<file path="src/rtl/clkout_pkg.sv">
package clkout_pkg;
  localparam int CODE_W   = 3;
  localparam int MAX_HALF = 256;
  localparam int CNT_W    = $clog2(MAX_HALF);
  localparam int FAST_LO  = 1;
  localparam int FAST_HI  = 5;
  localparam int SLOW_A_HALF = 64;
  localparam int SLOW_B_HALF = 256;

  typedef enum logic [1:0] {MODE_RUN, MODE_EXTEND, MODE_SLEEP} modeE;

  // Strobes from control to datapath
  typedef struct packed {
    logic              holdLow;  // keep output low at the low/high boundary
    logic [CODE_W-1:0] rate;     // code to use for the next level
  } dpCtlS;

  // Reload value (level length minus one) for a code
  function automatic logic [CNT_W-1:0] reloadOf(input logic [CODE_W-1:0] code);
    logic [CNT_W-1:0] r;
    case (code)
      3'd0:    r = '0;
      3'd6:    r = CNT_W'(SLOW_A_HALF - 1);
      3'd7:    r = CNT_W'(SLOW_B_HALF - 1);
      default: r = CNT_W'((1 << (FAST_HI - int'(code))) - 1);
    endcase
    return r;
  endfunction
endpackage

</file>
<file path="src/rtl/clkout_dp.sv">
module clkout_dp
  import clkout_pkg::*;
(
  input  logic  clk,
  input  logic  rstN,
  input  dpCtlS ctl,
  output logic  clkLevel,
  output logic  atLow,
  output logic  atFall
);
  logic [CNT_W-1:0] halfCnt;
  logic             rise;

  assign atLow  = !clkLevel && (halfCnt == '0);
  assign atFall =  clkLevel && (halfCnt == '0);
  assign rise   = atLow && !ctl.holdLow && (ctl.rate != '0);

  always_ff @(posedge clk) begin
    if (!rstN) begin
      clkLevel <= 1'b0;
      halfCnt  <= '0;
    end else if (atFall) begin
      clkLevel <= 1'b0;
      halfCnt  <= reloadOf(ctl.rate);
    end else if (rise) begin
      clkLevel <= 1'b1;
      halfCnt  <= reloadOf(ctl.rate);
    end else if (halfCnt != '0) begin
      halfCnt  <= halfCnt - 1'b1;
    end
  end

  // a held-low request never produces a rising edge
  assert_hold_no_rise_R9: assert property (@(posedge clk) disable iff (!rstN)
    (atLow && ctl.holdLow) |=> !clkLevel);
  // code 0 at the boundary keeps the output low
  assert_off_no_rise_R3: assert property (@(posedge clk) disable iff (!rstN)
    (atLow && ctl.rate == '0) |=> !clkLevel);
endmodule

</file>
<file path="src/rtl/clkout_ctrl.sv">
module clkout_ctrl
  import clkout_pkg::*;
#(
  parameter int EXTRA_RISES = 35
) (
  input  logic              clk,
  input  logic              rstN,
  input  logic              cfgWrEn,
  input  logic              cfgShadow,
  input  logic              rateWrEn,
  input  logic [CODE_W-1:0] rateCode,
  input  logic              trxOff,
  input  logic              sleepReq,
  input  logic              atLow,
  input  logic              atFall,
  input  logic              clkLevel,
  output dpCtlS             ctl,
  output logic              sleepOk
);
  localparam int EXT_W = $clog2(EXTRA_RISES + 1);

  modeE              mode;
  logic [CODE_W-1:0] activeRate, stagedRate;
  logic              stagedValid, stagedImm, shadowSel;
  logic [EXT_W-1:0]  extCnt;
  logic              isFast, sleepHit, applyImm, wake, effShadow;

  assign isFast    = (activeRate >= CODE_W'(FAST_LO)) && (activeRate <= CODE_W'(FAST_HI));
  assign sleepHit  = (mode == MODE_RUN) && atLow && sleepReq && trxOff;
  assign applyImm  = (mode == MODE_RUN) && atLow && !sleepHit && stagedValid && stagedImm;
  assign wake      = (mode == MODE_SLEEP) && !sleepReq && atLow;
  assign effShadow = cfgWrEn ? cfgShadow : shadowSel;

  always_comb begin
    ctl.rate    = applyImm ? stagedRate : activeRate;
    ctl.holdLow = (mode == MODE_SLEEP) || (sleepHit && !isFast);
  end

  always_ff @(posedge clk) begin
    if (!rstN) begin
      mode        <= MODE_RUN;
      activeRate  <= CODE_W'(1);
      stagedRate  <= '0;
      stagedValid <= 1'b0;
      stagedImm   <= 1'b0;
      shadowSel   <= 1'b1;
      extCnt      <= '0;
      sleepOk     <= 1'b0;
    end else begin
      sleepOk <= 1'b0;
      case (mode)
        MODE_RUN: begin
          if (sleepHit) begin
            if (isFast) begin
              mode   <= MODE_EXTEND;
              extCnt <= EXT_W'(1);
            end else begin
              mode    <= MODE_SLEEP;
              sleepOk <= 1'b1;
            end
          end else if (applyImm) begin
            activeRate  <= stagedRate;
            stagedValid <= 1'b0;
          end
        end
        MODE_EXTEND: begin
          if (atFall && extCnt == EXT_W'(EXTRA_RISES)) begin
            mode    <= MODE_SLEEP;
            sleepOk <= 1'b1;
          end else if (atLow) begin
            extCnt <= extCnt + 1'b1;
          end
        end
        default: begin
          if (wake) begin
            mode <= MODE_RUN;
            if (stagedValid) begin
              activeRate  <= stagedRate;
              stagedValid <= 1'b0;
            end
          end
        end
      endcase
      if (cfgWrEn) shadowSel <= cfgShadow;
      if (rateWrEn) begin
        stagedRate  <= rateCode;
        stagedValid <= 1'b1;
        stagedImm   <= !effShadow;
      end
    end
  end

  // asleep means the output is low
  assert_sleep_low_R9: assert property (@(posedge clk) disable iff (!rstN)
    (mode == MODE_SLEEP) |-> !clkLevel);
  // output off while code 0 is active
  assert_off_low_R3: assert property (@(posedge clk) disable iff (!rstN)
    (mode == MODE_RUN && activeRate == '0) |-> !clkLevel);
  // strobe is a single cycle with the output low
  assert_ok_pulse_R7: assert property (@(posedge clk) disable iff (!rstN)
    sleepOk |-> (!clkLevel ##1 !sleepOk));
  // a deferred code is never adopted while running
  assert_shadow_hold_R6: assert property (@(posedge clk) disable iff (!rstN)
    (mode == MODE_RUN && stagedValid && !stagedImm) |=> $stable(activeRate));
  // countdown keeps its rate
  assert_extend_stable_R11: assert property (@(posedge clk) disable iff (!rstN)
    (mode == MODE_EXTEND) |=> $stable(activeRate));
endmodule

</file>
<file path="src/rtl/clkout_gen.sv">
module clkout_gen
  import clkout_pkg::*;
#(
  parameter int EXTRA_RISES = 35
) (
  input  logic              clk,
  input  logic              rstN,
  input  logic              cfgWrEn,
  input  logic              cfgShadow,
  input  logic              rateWrEn,
  input  logic [CODE_W-1:0] rateCode,
  input  logic              trxOff,
  input  logic              sleepReq,
  output logic              clkOut,
  output logic              sleepOk
);
  dpCtlS ctl;
  logic  atLow, atFall;

  clkout_ctrl #(.EXTRA_RISES(EXTRA_RISES)) u_ctrl (
    .clk(clk), .rstN(rstN), .cfgWrEn(cfgWrEn), .cfgShadow(cfgShadow),
    .rateWrEn(rateWrEn), .rateCode(rateCode), .trxOff(trxOff),
    .sleepReq(sleepReq), .atLow(atLow), .atFall(atFall),
    .clkLevel(clkOut), .ctl(ctl), .sleepOk(sleepOk)
  );

  clkout_dp u_dp (
    .clk(clk), .rstN(rstN), .ctl(ctl),
    .clkLevel(clkOut), .atLow(atLow), .atFall(atFall)
  );

  // quiet outputs right after reset
  assert_reset_quiet_R1: assert property (@(posedge clk)
    !rstN |=> (!clkOut && !sleepOk));
endmodule

</file>
<file path="config.mk">
export PLATFORM = sky130hd
export DESIGN_NAME = clkout_gen
export DESIGN_NICKNAME = d
export VERILOG_FILES = /design/src/rtl/clkout_pkg.sv /design/src/rtl/clkout_dp.sv /design/src/rtl/clkout_ctrl.sv /design/src/rtl/clkout_gen.sv
export SDC_FILE = /design/constraint.sdc
export NUM_CORES = 1
export LEC_CHECK = 0
export ABC_AREA = 1
export BUFFER_PORTS_ARGS = -buffer_cell sky130_fd_sc_hd__clkbuf_2
export CORE_ASPECT_RATIO = 1.2
export CORE_MARGIN = 2
export CORE_UTILIZATION = 26
export DETAILED_ROUTE_END_ITERATION = 16
export SLEW_MARGIN = 15
export SYNTH_ARGS = -nofsm -noshare
export SYNTH_HDL_FRONTEND = slang
export SYNTH_SLANG_ARGS = --single-unit
</file>
<file path="constraint.sdc">
create_clock -name clk -period 6.63 [get_ports clk]
set_clock_uncertainty 0.2 [all_clocks]
set_input_delay 0 -clock clk [delete_from_list [all_inputs] [get_ports clk]]
set_output_delay 0 -clock clk [all_outputs]
set_load 0.02 [all_outputs]
</file>
==> impl_metrics.env <==
export IMPL_status="finished, final reports clean"
export IMPL_gp_congestion=0.860
export IMPL_placed_area_mm2=0.00191
export IMPL_via_count=1648
export IMPL_p_comb_frac=0.647
export IMPL_ys_ff_latch=27
export IMPL_final_common_cell="nand2_1"
export IMPL_p_sw_frac=0.506
export IMPL_cp_top_family="simple AND/OR/NAND/NOR gates"
export IMPL_cts_clk_slew_worst_paths_ns=0.09
export IMPL_dieArea_mm2=0.00743
export IMPL_met3_usage=0.0183
export IMPL_fin_total_pwr_w=0.000944
export IMPL_cts_buffers=3
export IMPL_power_switching_w=0.000477
export IMPL_critPathMaxStageDelay_ns=0.32
export IMPL_drc=0
export IMPL_core_area_mm2=0.00649
export IMPL_grt_first_pass_wirelength_um=7020
export IMPL_ioPinCount=12
export IMPL_worstMarginPinSlew_ns=0.379
export IMPL_synth_edf_count=0
export IMPL_hold_viol=0
export IMPL_drive_above_1_share=0.161
export IMPL_antenna_found_initial=0
export IMPL_worst_path_max_delay_cell="dfxtp_1"
export IMPL_dominantRegCellSynth="dfxtp_1"
export IMPL_grt_use_met1=0.129
export IMPL_postLayoutCoreUtil=0.320
export IMPL_yosysSeqAreaShare=0.308
export IMPL_min_path_type="primary input to register"
export IMPL_die_h_um=94.0
export IMPL_drv_slew=0
export IMPL_drtIter0Drc=79
export IMPL_wire_per_inst_um=10.3
export IMPL_critPathRequiredTime_ns=6.58
export IMPL_endpoint_kind="register"
export IMPL_top_usage_layer="met2"
export IMPL_clock_sinks=27
export IMPL_design_area_mm2=0.00208
export IMPL_leakagePower_nw=0.945
export IMPL_setup_violations_final=0
export IMPL_p_seq_frac=0.255
export IMPL_max_cap_violations=0
export IMPL_dp_hpwl_um=3050
export IMPL_crit_fanout=8
export IMPL_setup_tns_ns=0
export IMPL_rows=32
export IMPL_worst_path_buf_inv=3
export IMPL_grt_usage=0.115
export IMPL_initial_utilization=0.271
export IMPL_nNetsFinal=302
export IMPL_relSlewSlack=0.744
export IMPL_rsz0062_at_grt="false"
export IMPL_timing_hold_ws_ns=0.0184
export IMPL_gr_total_overflow=0
export IMPL_crit_chain="inv_1, ha_1, nand3_1, nor2_4, nand4_4, o21ai_4, inv_2, ha_1, inv_1, nor2_1, nand3_1, ha_1, nand2_1, nand2_1, nand2_2, o21ai_1, nand2_1, nor2_1"
export IMPL_dr_pass1_iters=4
export IMPL_yosys_warnings=0
export IMPL_fp_dieW_um=79.0
export IMPL_r2r_slack_ns=3.56
export IMPL_h_tree_depth=1
export IMPL_start_kind="register"
export IMPL_worstSetupPathType="register to register"
export IMPL_power_density_mw_per_mm2=455
export IMPL_postSynth_asyncResetShare=0
export IMPL_clkLatencyLatePin_ns=0.27
export IMPL_cp_data_arrival_time_ns=3.02
export IMPL_vias_per_cell=4.44
export IMPL_ant_nets=0
export IMPL_syn_nets=276
export IMPL_vdd_ir_drop_max_uv=158
export IMPL_root_buffer="clkbuf_8"
export IMPL_cts_tree="built"
export IMPL_grt_pass1_vias=1663
export IMPL_wl_um=3840
export IMPL_ys_types=34
export IMPL_clkPwrFrac=0.098
export IMPL_grt_max_degree=15
export IMPL_p_int_w=0.000466
export IMPL_synth_area_per_cell_um2=6.73
export IMPL_timing_fmax_mhz=326
export IMPL_postCtsSetupBuffers=0
export IMPL_clockBufferDepth=2
export IMPL_syn_inst=261
export IMPL_grt_use_met2=0.222
export IMPL_area_growth_pct=18.2
export IMPL_fin_crit_sh=0.463
export IMPL_min_period_ns=3.07
export IMPL_layout_common_cells="nand2_1 (53), inv_1 (38), nor2_1 (31)"
export IMPL_diodes=0
export IMPL_port_buffers=11
export IMPL_syn_area_mm2=0.00176
[state kept, by name, summed over array words and instances (netlist names)]
| name | flops |
|---|---|
| u_ctrl.sleepOk | 1 |
| u_ctrl.activeRate | 3 |
| u_dp.halfCnt | 8 |
| u_ctrl.shadowSel | 1 |
| u_ctrl.stagedRate | 3 |
| u_ctrl.stagedValid | 1 |
| u_ctrl.extCnt | 6 |
| u_ctrl.mode | 2 |
| u_ctrl.stagedImm | 1 |
| u_dp.clkLevel | 1 |
[per-stage QoR]
step,std cells,setup WS [ns]
3_5_place_dp,355,3.56
6_report,371,3.56
2_1_floorplan,261,3.82
4_1_cts,371,3.54
3_3_place_gp,355,3.65
5_1_grt,371,3.22
[cell families after synthesis]
group	synth area share
xor gates and xnor gates	0.0199
buffers and inverters	0.0990
DFF	0.308
and+or+nand+nor	0.377
adders and majority gates	0.0356
AOI/OAI and AO/OA	0.161
[path summary, 6_finish.rpt]
| check | end | depth (start not counted) | start |
|---|---|---|---|
| setup / recovery | u_dp.halfCnt[4]$_SDFFE_PN0P_ | 18 | u_dp.halfCnt[0]$_SDFFE_PN0P_ |
| hold / removal | u_ctrl.sleepOk$_SDFF_PN0_ | 5 | trxOff |
| setup reg to reg | u_dp.halfCnt[4]$_SDFFE_PN0P_ | 18 | u_dp.halfCnt[0]$_SDFFE_PN0P_ |
| hold reg to reg | u_dp.halfCnt[0]$_SDFFE_PN0P_ | 2 | u_dp.halfCnt[0]$_SDFFE_PN0P_ |
[power groups by stage]
stage	combinational, W	clock (W)	sequential (W)
2_1_floorplan	0.000499	0	0.000239
6_report	0.000611	0.0000927	0.000240
5_1_grt	0.000703	0.000102	0.000245
4_1_cts	0.000617	0.0000976	0.000240
3_3_place_gp	0.000608	0	0.000243
3_5_place_dp	0.000609	0	0.000244
[final cells by class]
class / count / area [um^2]
Sequential cell: 27 / 541
Timing Repair Buffer: 23 / 175
Tap cell: 85 / 106
Multi-Input combinational cell: 189 / 1040
Inverter: 43 / 166
Fill cell: 726 / 4410
Clock buffer: 4 / 45.0
[cell usage after synthesis, types with 2 or more instances]
cell type / number / area (um^2)
o21ai_1: 4 / 20.0
xor2_1: 2 / 17.5
nor2_1: 31 / 116
nor2_4: 2 / 22.5
dfxtp_1: 27 / 541
o21ai_0: 15 / 75.1
nand2_2: 7 / 43.8
nand2_1: 53 / 199
a21oi_2: 2 / 17.5
a31oi_1: 3 / 18.8
inv_2: 4 / 15.0
nor2_2: 3 / 18.8
a21oi_1: 12 / 60.1
nand2_4: 4 / 45.0
nand3_1: 23 / 115
nor3_1: 4 / 20.0
o21ai_2: 4 / 35.0
o211ai_1: 2 / 15.0
clkbuf_1: 2 / 7.51
ha_1: 5 / 62.6
xnor2_1: 2 / 17.5
inv_1: 38 / 143
[repair_timing]
item / in CTS / in global routing
resized for setup: 0 / 0
hold buffers: 12 / 0
endpoints found under the hold margin: 15 / 0
[routing by layer]
layer,share of wire,up-vias
li1,-,891
met1,0.46,735
met2,0.51,20
met3,0.025,2
met4,0.0070,0
met5,0,-
[worst reg2reg max path, stage by stage, from the launching register on]
cell and delay (ns):
dfxtp_1 0.32, inv_1 0.10, ha_1 0.17, nand3_1 0.12, nor2_4 0.20, nand4_4 0.18, o21ai_4 0.22, inv_2 0.10
ha_1 0.30, inv_1 0.06, nor2_1 0.23, nand3_1 0.14, ha_1 0.24, nand2_1 0.10, nand2_1 0.06, nand2_2 0.06
o21ai_1 0.05, nand2_1 0.06, nor2_1 0.03
Note: power is estimated with default switching activity, not from simulation.
